`src/rtl/fts_pkg.sv`:
```
package fts_pkg;
  localparam int BURST_W = 2;

  // low address bits for burst step 'step' from 'start'
  function automatic logic [BURST_W-1:0] burst_lo(input logic [BURST_W-1:0] start,
                                                  input logic [BURST_W-1:0] step,
                                                  input logic               linear);
    return linear ? start + step : start ^ step;
  endfunction
endpackage

```
`src/rtl/fts_burst_seq.sv`:
```
module fts_burst_seq #(
  parameter int ADDR_W   = 6,
  parameter int LANES    = 4,
  parameter int WAKE_CYC = 2
) (
  input  logic              clk_i,
  input  logic              rst_ni,
  input  logic [ADDR_W-1:0] addr_i,
  input  logic              en_pri_ni,
  input  logic              en_sec_i,
  input  logic              en_ter_ni,
  input  logic              start_cpu_ni,
  input  logic              start_ctl_ni,
  input  logic              adv_ni,
  input  logic              gwe_ni,
  input  logic              bwe_ni,
  input  logic [LANES-1:0]  lane_we_ni,
  input  logic              lin_order_ni,
  input  logic              sleep_i,
  output logic [LANES-1:0]  wr_mask_o,
  output logic [ADDR_W-1:0] acc_addr_o,
  output logic [ADDR_W-1:0] rd_addr_o,
  output logic              rd_act_o
);
  import fts_pkg::*;
  localparam int WAKE_W = $clog2(WAKE_CYC + 1);

  logic              act_q, rd_q;
  logic [ADDR_W-1:0] base_q, rd_addr_q;
  logic [BURST_W-1:0] off_q;
  logic [WAKE_W-1:0] wake_q;

  logic              awake, start_cpu, start_ctl, start, selected, is_wr;
  logic              act_d, rd_d;
  logic [LANES-1:0]  lane_sel;
  logic [ADDR_W-1:0] base_d;
  logic [BURST_W-1:0] off_d;

  always_comb begin
    lane_sel  = !gwe_ni ? '1 : (!bwe_ni ? ~lane_we_ni : '0);
    awake     = !sleep_i && (wake_q == '0);
    start_cpu = !start_cpu_ni && !en_pri_ni;
    start_ctl = !start_cpu && !start_ctl_ni;
    start     = start_cpu || start_ctl;
    selected  = !en_pri_ni && en_sec_i && !en_ter_ni;
    act_d     = awake && (start ? selected : act_q);
    base_d    = (awake && start) ? addr_i : base_q;
    if (awake && start)                off_d = '0;
    else if (awake && act_q && !adv_ni) off_d = off_q + BURST_W'(1);
    else                               off_d = off_q;
    // cpu-started bursts are reads in their first cycle
    is_wr     = (|lane_sel) && !start_cpu;
    acc_addr_o = {base_d[ADDR_W-1:BURST_W],
                  burst_lo(base_d[BURST_W-1:0], off_d, !lin_order_ni)};
    wr_mask_o = (act_d && is_wr) ? lane_sel : '0;
    rd_d      = act_d && !is_wr;
  end

  always_ff @(posedge clk_i or negedge rst_ni) begin
    if (!rst_ni) begin
      act_q     <= 1'b0;
      rd_q      <= 1'b0;
      base_q    <= '0;
      off_q     <= '0;
      rd_addr_q <= '0;
      wake_q    <= '0;
    end else begin
      act_q     <= act_d;
      rd_q      <= rd_d;
      base_q    <= base_d;
      off_q     <= off_d;
      rd_addr_q <= acc_addr_o;
      if (sleep_i)            wake_q <= WAKE_W'(WAKE_CYC);
      else if (wake_q != '0)  wake_q <= wake_q - WAKE_W'(1);
    end
  end

  assign rd_addr_o = rd_addr_q;
  assign rd_act_o  = rd_q;
endmodule

```
`src/rtl/fts_lane_array.sv`:
```
module fts_lane_array #(
  parameter int ADDR_W = 6,
  parameter int LANES  = 4,
  parameter int LANE_W = 9
) (
  input  logic                    clk_i,
  input  logic [LANES-1:0]        wr_mask_i,
  input  logic [ADDR_W-1:0]       wr_addr_i,
  input  logic [LANES*LANE_W-1:0] wr_data_i,
  input  logic [ADDR_W-1:0]       rd_addr_i,
  output logic [LANES*LANE_W-1:0] rd_data_o
);
  localparam int DEPTH = 1 << ADDR_W;

  for (genvar g = 0; g < LANES; g++) begin : g_lane
    logic [LANE_W-1:0] mem [DEPTH];
    always_ff @(posedge clk_i) begin
      if (wr_mask_i[g]) mem[wr_addr_i] <= wr_data_i[g*LANE_W +: LANE_W];
    end
    assign rd_data_o[g*LANE_W +: LANE_W] = mem[rd_addr_i];
  end
endmodule

```
`src/rtl/fts_burst_sram.sv`:
```
module fts_burst_sram #(
  parameter int ADDR_W   = 6,
  parameter int LANES    = 4,
  parameter int LANE_W   = 9,
  parameter int WAKE_CYC = 2
) (
  input  logic                    clk_i,
  input  logic                    rst_ni,
  input  logic [ADDR_W-1:0]       addr_i,
  input  logic                    en_pri_ni,
  input  logic                    en_sec_i,
  input  logic                    en_ter_ni,
  input  logic                    start_cpu_ni,
  input  logic                    start_ctl_ni,
  input  logic                    adv_ni,
  input  logic                    gwe_ni,
  input  logic                    bwe_ni,
  input  logic [LANES-1:0]        lane_we_ni,
  input  logic                    lin_order_ni,
  input  logic                    oe_ni,
  input  logic                    sleep_i,
  input  logic [LANES*LANE_W-1:0] wdata_i,
  output logic [LANES*LANE_W-1:0] rdata_o,
  output logic                    rdata_oe_o
);
  localparam int DATA_W = LANES * LANE_W;

  logic [LANES-1:0]  wr_mask;
  logic [ADDR_W-1:0] acc_addr, rd_addr;
  logic              rd_act;
  logic [DATA_W-1:0] rd_data;

  fts_burst_seq #(.ADDR_W(ADDR_W), .LANES(LANES), .WAKE_CYC(WAKE_CYC)) u_seq (
    .clk_i, .rst_ni, .addr_i, .en_pri_ni, .en_sec_i, .en_ter_ni,
    .start_cpu_ni, .start_ctl_ni, .adv_ni, .gwe_ni, .bwe_ni, .lane_we_ni,
    .lin_order_ni, .sleep_i,
    .wr_mask_o(wr_mask), .acc_addr_o(acc_addr), .rd_addr_o(rd_addr), .rd_act_o(rd_act)
  );

  fts_lane_array #(.ADDR_W(ADDR_W), .LANES(LANES), .LANE_W(LANE_W)) u_arr (
    .clk_i, .wr_mask_i(wr_mask), .wr_addr_i(acc_addr), .wr_data_i(wdata_i),
    .rd_addr_i(rd_addr), .rd_data_o(rd_data)
  );

  // flow-through: array read straight from the registered address
  assign rdata_oe_o = rd_act && !oe_ni;
  assign rdata_o    = rdata_oe_o ? rd_data : '0;
endmodule

```
`config.mk`:
```
export PLATFORM = sky130hd
export DESIGN_NAME = fts_burst_sram
export DESIGN_NICKNAME = d
export VERILOG_FILES = /design/src/rtl/fts_pkg.sv /design/src/rtl/fts_burst_seq.sv /design/src/rtl/fts_lane_array.sv /design/src/rtl/fts_burst_sram.sv
export SDC_FILE = /design/constraint.sdc
export NUM_CORES = 2
export LEC_CHECK = 0
export BUFFER_PORTS_ARGS = -buffer_cell sky130_fd_sc_hd__buf_2
export CAP_MARGIN = 20
export CELL_PAD_IN_SITES_DETAIL_PLACEMENT = 1
export CELL_PAD_IN_SITES_GLOBAL_PLACEMENT = 2
export CORE_UTILIZATION = 34
export CTS_BUF_LIST = sky130_fd_sc_hd__clkbuf_16
export DETAILED_ROUTE_END_ITERATION = 12
export HOLD_SLACK_MARGIN = 0.06
export PLACE_DENSITY_LB_ADDON = 0.3
export SLEW_MARGIN = 20
export SYNTH_ARGS = -nofsm -noshare
export SYNTH_HDL_FRONTEND = slang
export SYNTH_SLANG_ARGS = --single-unit
export TNS_END_PERCENT = 100
```
`constraint.sdc`:
```
create_clock -name clk_i -period 3.2 [get_ports clk_i]
set_input_delay 0.48 -clock clk_i [delete_from_list [all_inputs] [get_ports clk_i]]
set_output_delay 0.48 -clock clk_i [all_outputs]
set_load 0.01 [all_outputs]
```
==> metrics.yaml <==
status:
  status: "finished, violations left"
  violations: "negative setup slack"
clock_network:
  cts_max_level: 4
  clk_latency_ns: 0.87
  cts-root-buf: "clkbuf_16"
  cts-buffers-inserted: 236
  clkTransAtPathRegs_ns: 0.07
  cts_tree: "yes"
  cts.sinks: 2318
  cts_buffer_depth: 3
timing:
  tightest_slew_ns: 1.06
  setup-tns-final_ns: -30.57
  timing.fmax_ghz: 0.241
  final_max_slew_viol_count: 0
  holdWs_ns: 0.123
  rsz0062_at_grt: "true"
  min_period_over_period_pct: 130
  relSlewSlack_pct: 29.4
  hold_violations: 0
  finalSetupViolations: 36
  fin_ws_ns: -0.954
  finalCriticalPeriod_ns: 4.15
  fin_skew_ns: 0.0258
yosys:
  synth_nets: 4117
  synth_edf_count: 2304
  yosys.area.top_type_share_pct: 76.9
  synth.largest_area_cell: "edfxtp_1"
  synth_area_um2: 89900
  yosys-top-cells-area: "edfxtp_1, mux4_2, nor2_1"
  synth.avg_cell_area_um2: 22.2
  syn_inst: 4056
  yosysSeqAreaShare_pct: 77.3
  synthFlopType: "edfxtp_1"
  yosys_register_bits: 2318
  synth_async_sr_flop_share_pct: 0.604
  synth_warnings: 0
  synth_cell_types: 58
drt:
  drcViolationCount: 0
  wire_per_inst_um: 30.5
  vias_per_cell: 5.29
  drtIter0Drc: 4569
  vias: 47000
  drt_pre_antenna_iters: 5
  drt.antenna.violating_nets: 0
  routed_wirelength_mm: 271
worst_setup_path:
  cp_num_buf_inv: 6
  max_stage_delay_ns: 0.55
  cpLargestDelayFamily: "multiplexers"
  crit_required_ns: 2.72
  cp-end-kind: "output pin"
  arrival_ns: 3.67
  start_kind: "register"
  cp_cell_sequence: "buf_12 -> buf_16 -> buf_16 -> buf_12 -> mux4_2 -> mux4_2 -> a32oi_2 -> buf_4 -> nand2_4 -> buf_6"
  crit_fanout: 8
  worstSetupPathType: "register to output pin"
  cp_slowest_cell: "mux4_2"
placed_design:
  port_buffers: 95
  gp_congestion: 0.809
  dp_hpwl_mm: 177
  place_area_um2: 102000
grt:
  antenna_found_initial: 9
  grt_max_degree: 65
  first_global_vias: 48700
  grt_overflow_total: 0
  grt_pass1_wl_mm: 377
  globalRouteTotalUtil_pct: 20.0
power:
  leakagePower_nw: 37.0
  total_power_mw: 93.4
  cellPowerDensity_nw_per_um2: 816
  worst_ir_drop_vdd_uv: 844
die:
  core_um2: 263000
  die-area_um2: 267000
  die_w_um: 516
  die_h_um: 516
  ios: 96
  start_util_pct: 34.2
  rows: 188
layout:
  final_common_cell: "edfxtp_1"
  utilization_pct: 43.5
  syn_to_final_growth_pct: 27.2
  nets: 5214
  design_area_um2: 114000
  final_cell_mix: "edfxtp_1, buf_4, mux4_2, clkbuf_16, buf_12"
  drive_gt1_share_pct: 44.9
worst_hold_path:
  hold_path_class: "input pin to register"
run:
  maxCapViolations: 0
-- logic make-up after synthesis --
| group | after synthesis | share of synthesized area (%) |
|---|---|---|
| AOI/OAI and AO/OA | 259 | 1.87 |
| xor gates and xnor gates | 5 | 0.0640 |
| adders and majority gates | 2 | 0.0278 |
| buffers and inverters | 231 | 1.33 |
| DFF | 2318 | 77.3 |
| muxes | 758 | 17.1 |
| and+or+nand+nor | 483 | 2.25 |
-- final cells by class --
cell class,count,area (µm²)
antenna,2,5.00
clock buffer,239,5980
clock inverter,203,1590
fill,24300,148000
inverter,8,35.0
multi-input combinational,1507,21400
sequential,2318,69600
tap,3515,4400
timing repair buffer,1082,11500
-- through the flow --
step / std cells / setup slack (ns)
6_report: 8874 / -0.954
5_1_grt: 8874 / -1.06
4_1_cts: 8784 / -1.10
3_5_place_dp: 8235 / -0.582
3_3_place_gp: 8235 / -0.510
2_1_floorplan: 4056 / -0.0736
-- state kept, by name (all words and copies together) (netlist names) --
signal / count
u_arr.g_lane.mem: 2304
u_seq.act_q: 1
u_seq.base_q: 6
u_seq.off_q: 2
u_seq.rd_act_o: 1
u_seq.rd_addr_o: 2
u_seq.wake_q: 2
-- synth_stat cells (10+ instances only) --
library cell / count
edfxtp_1: 2304
mux4_2: 623
nor2_1: 297
mux2i_1: 104
nand2_1: 95
buf_2: 86
clkbuf_1: 70
a21oi_1: 60
buf_4: 42
o21ai_0: 38
a22oi_1: 36
nor2b_1: 34
a211oi_1: 33
mux2_2: 31
a31oi_1: 19
nand3_1: 17
buf_1: 16
dfrtp_1: 14
o211ai_1: 13
o22ai_1: 13
nor3_1: 10
-- power by group --
part           switching (mW)  internal (mW)  total [mW]
Sequential              0.174           33.5        33.6
Clock                    11.9           15.2        27.1
Combinational            16.8           15.9        32.6
Total                    28.8           64.5        93.4
-- worst reg2reg max path, delay by kind of cell (launching register included) --
family	cells	cell delay, ns
and+or+nand+nor	4	0.85
muxes	1	0.09
DFF	1	0.38
buffers and inverters	7	0.98
xor gates and xnor gates	1	0.10
adders and majority gates	2	0.45
-- final timing paths --
kind                                    startpoint                    endpoint  slack (ns)  cells after the start
worst max register to register     u_seq.wake_q[0]   u_arr.g_lane[0].mem[4][8]        0.03                     15
worst min-delay path                    wdata_i[3]  u_arr.g_lane[0].mem[48][3]        0.12                      1
max in group asynchronous                   rst_ni          u_seq.rd_addr_o[1]        2.52                      2
min in group asynchronous                   rst_ni             u_seq.base_q[5]        0.27                      2
worst max-delay path            u_seq.rd_addr_o[0]                 rdata_o[12]       -0.95                     10
worst min register to register     u_seq.base_q[0]             u_seq.base_q[0]        0.54                      1
-- per-layer routing --
layer / up-vias / GRT usage (%) / wire (µm) / share of wire (%)
met2: 1431 / 32.5 / 131000 / 48
met5: - / 0 / 0 / 0
li1: 19400 / - / - / -
met1: 25800 / 28.8 / 120000 / 44
met3: 319 / 2.98 / 15100 / 5.6
met4: 0 / 3.99 / 5260 / 1.9
-- what timing repair did --
action	in CTS	in global routing
endpoints found under the hold margin	42	0
setup endpoints to repair	1723	1393
setup buffers	77	84
gates resized for setup	332	248
gates cloned	18	15
hold buffers	14	0
pin swaps	82	65
Power figures use the tool's default switching activity.
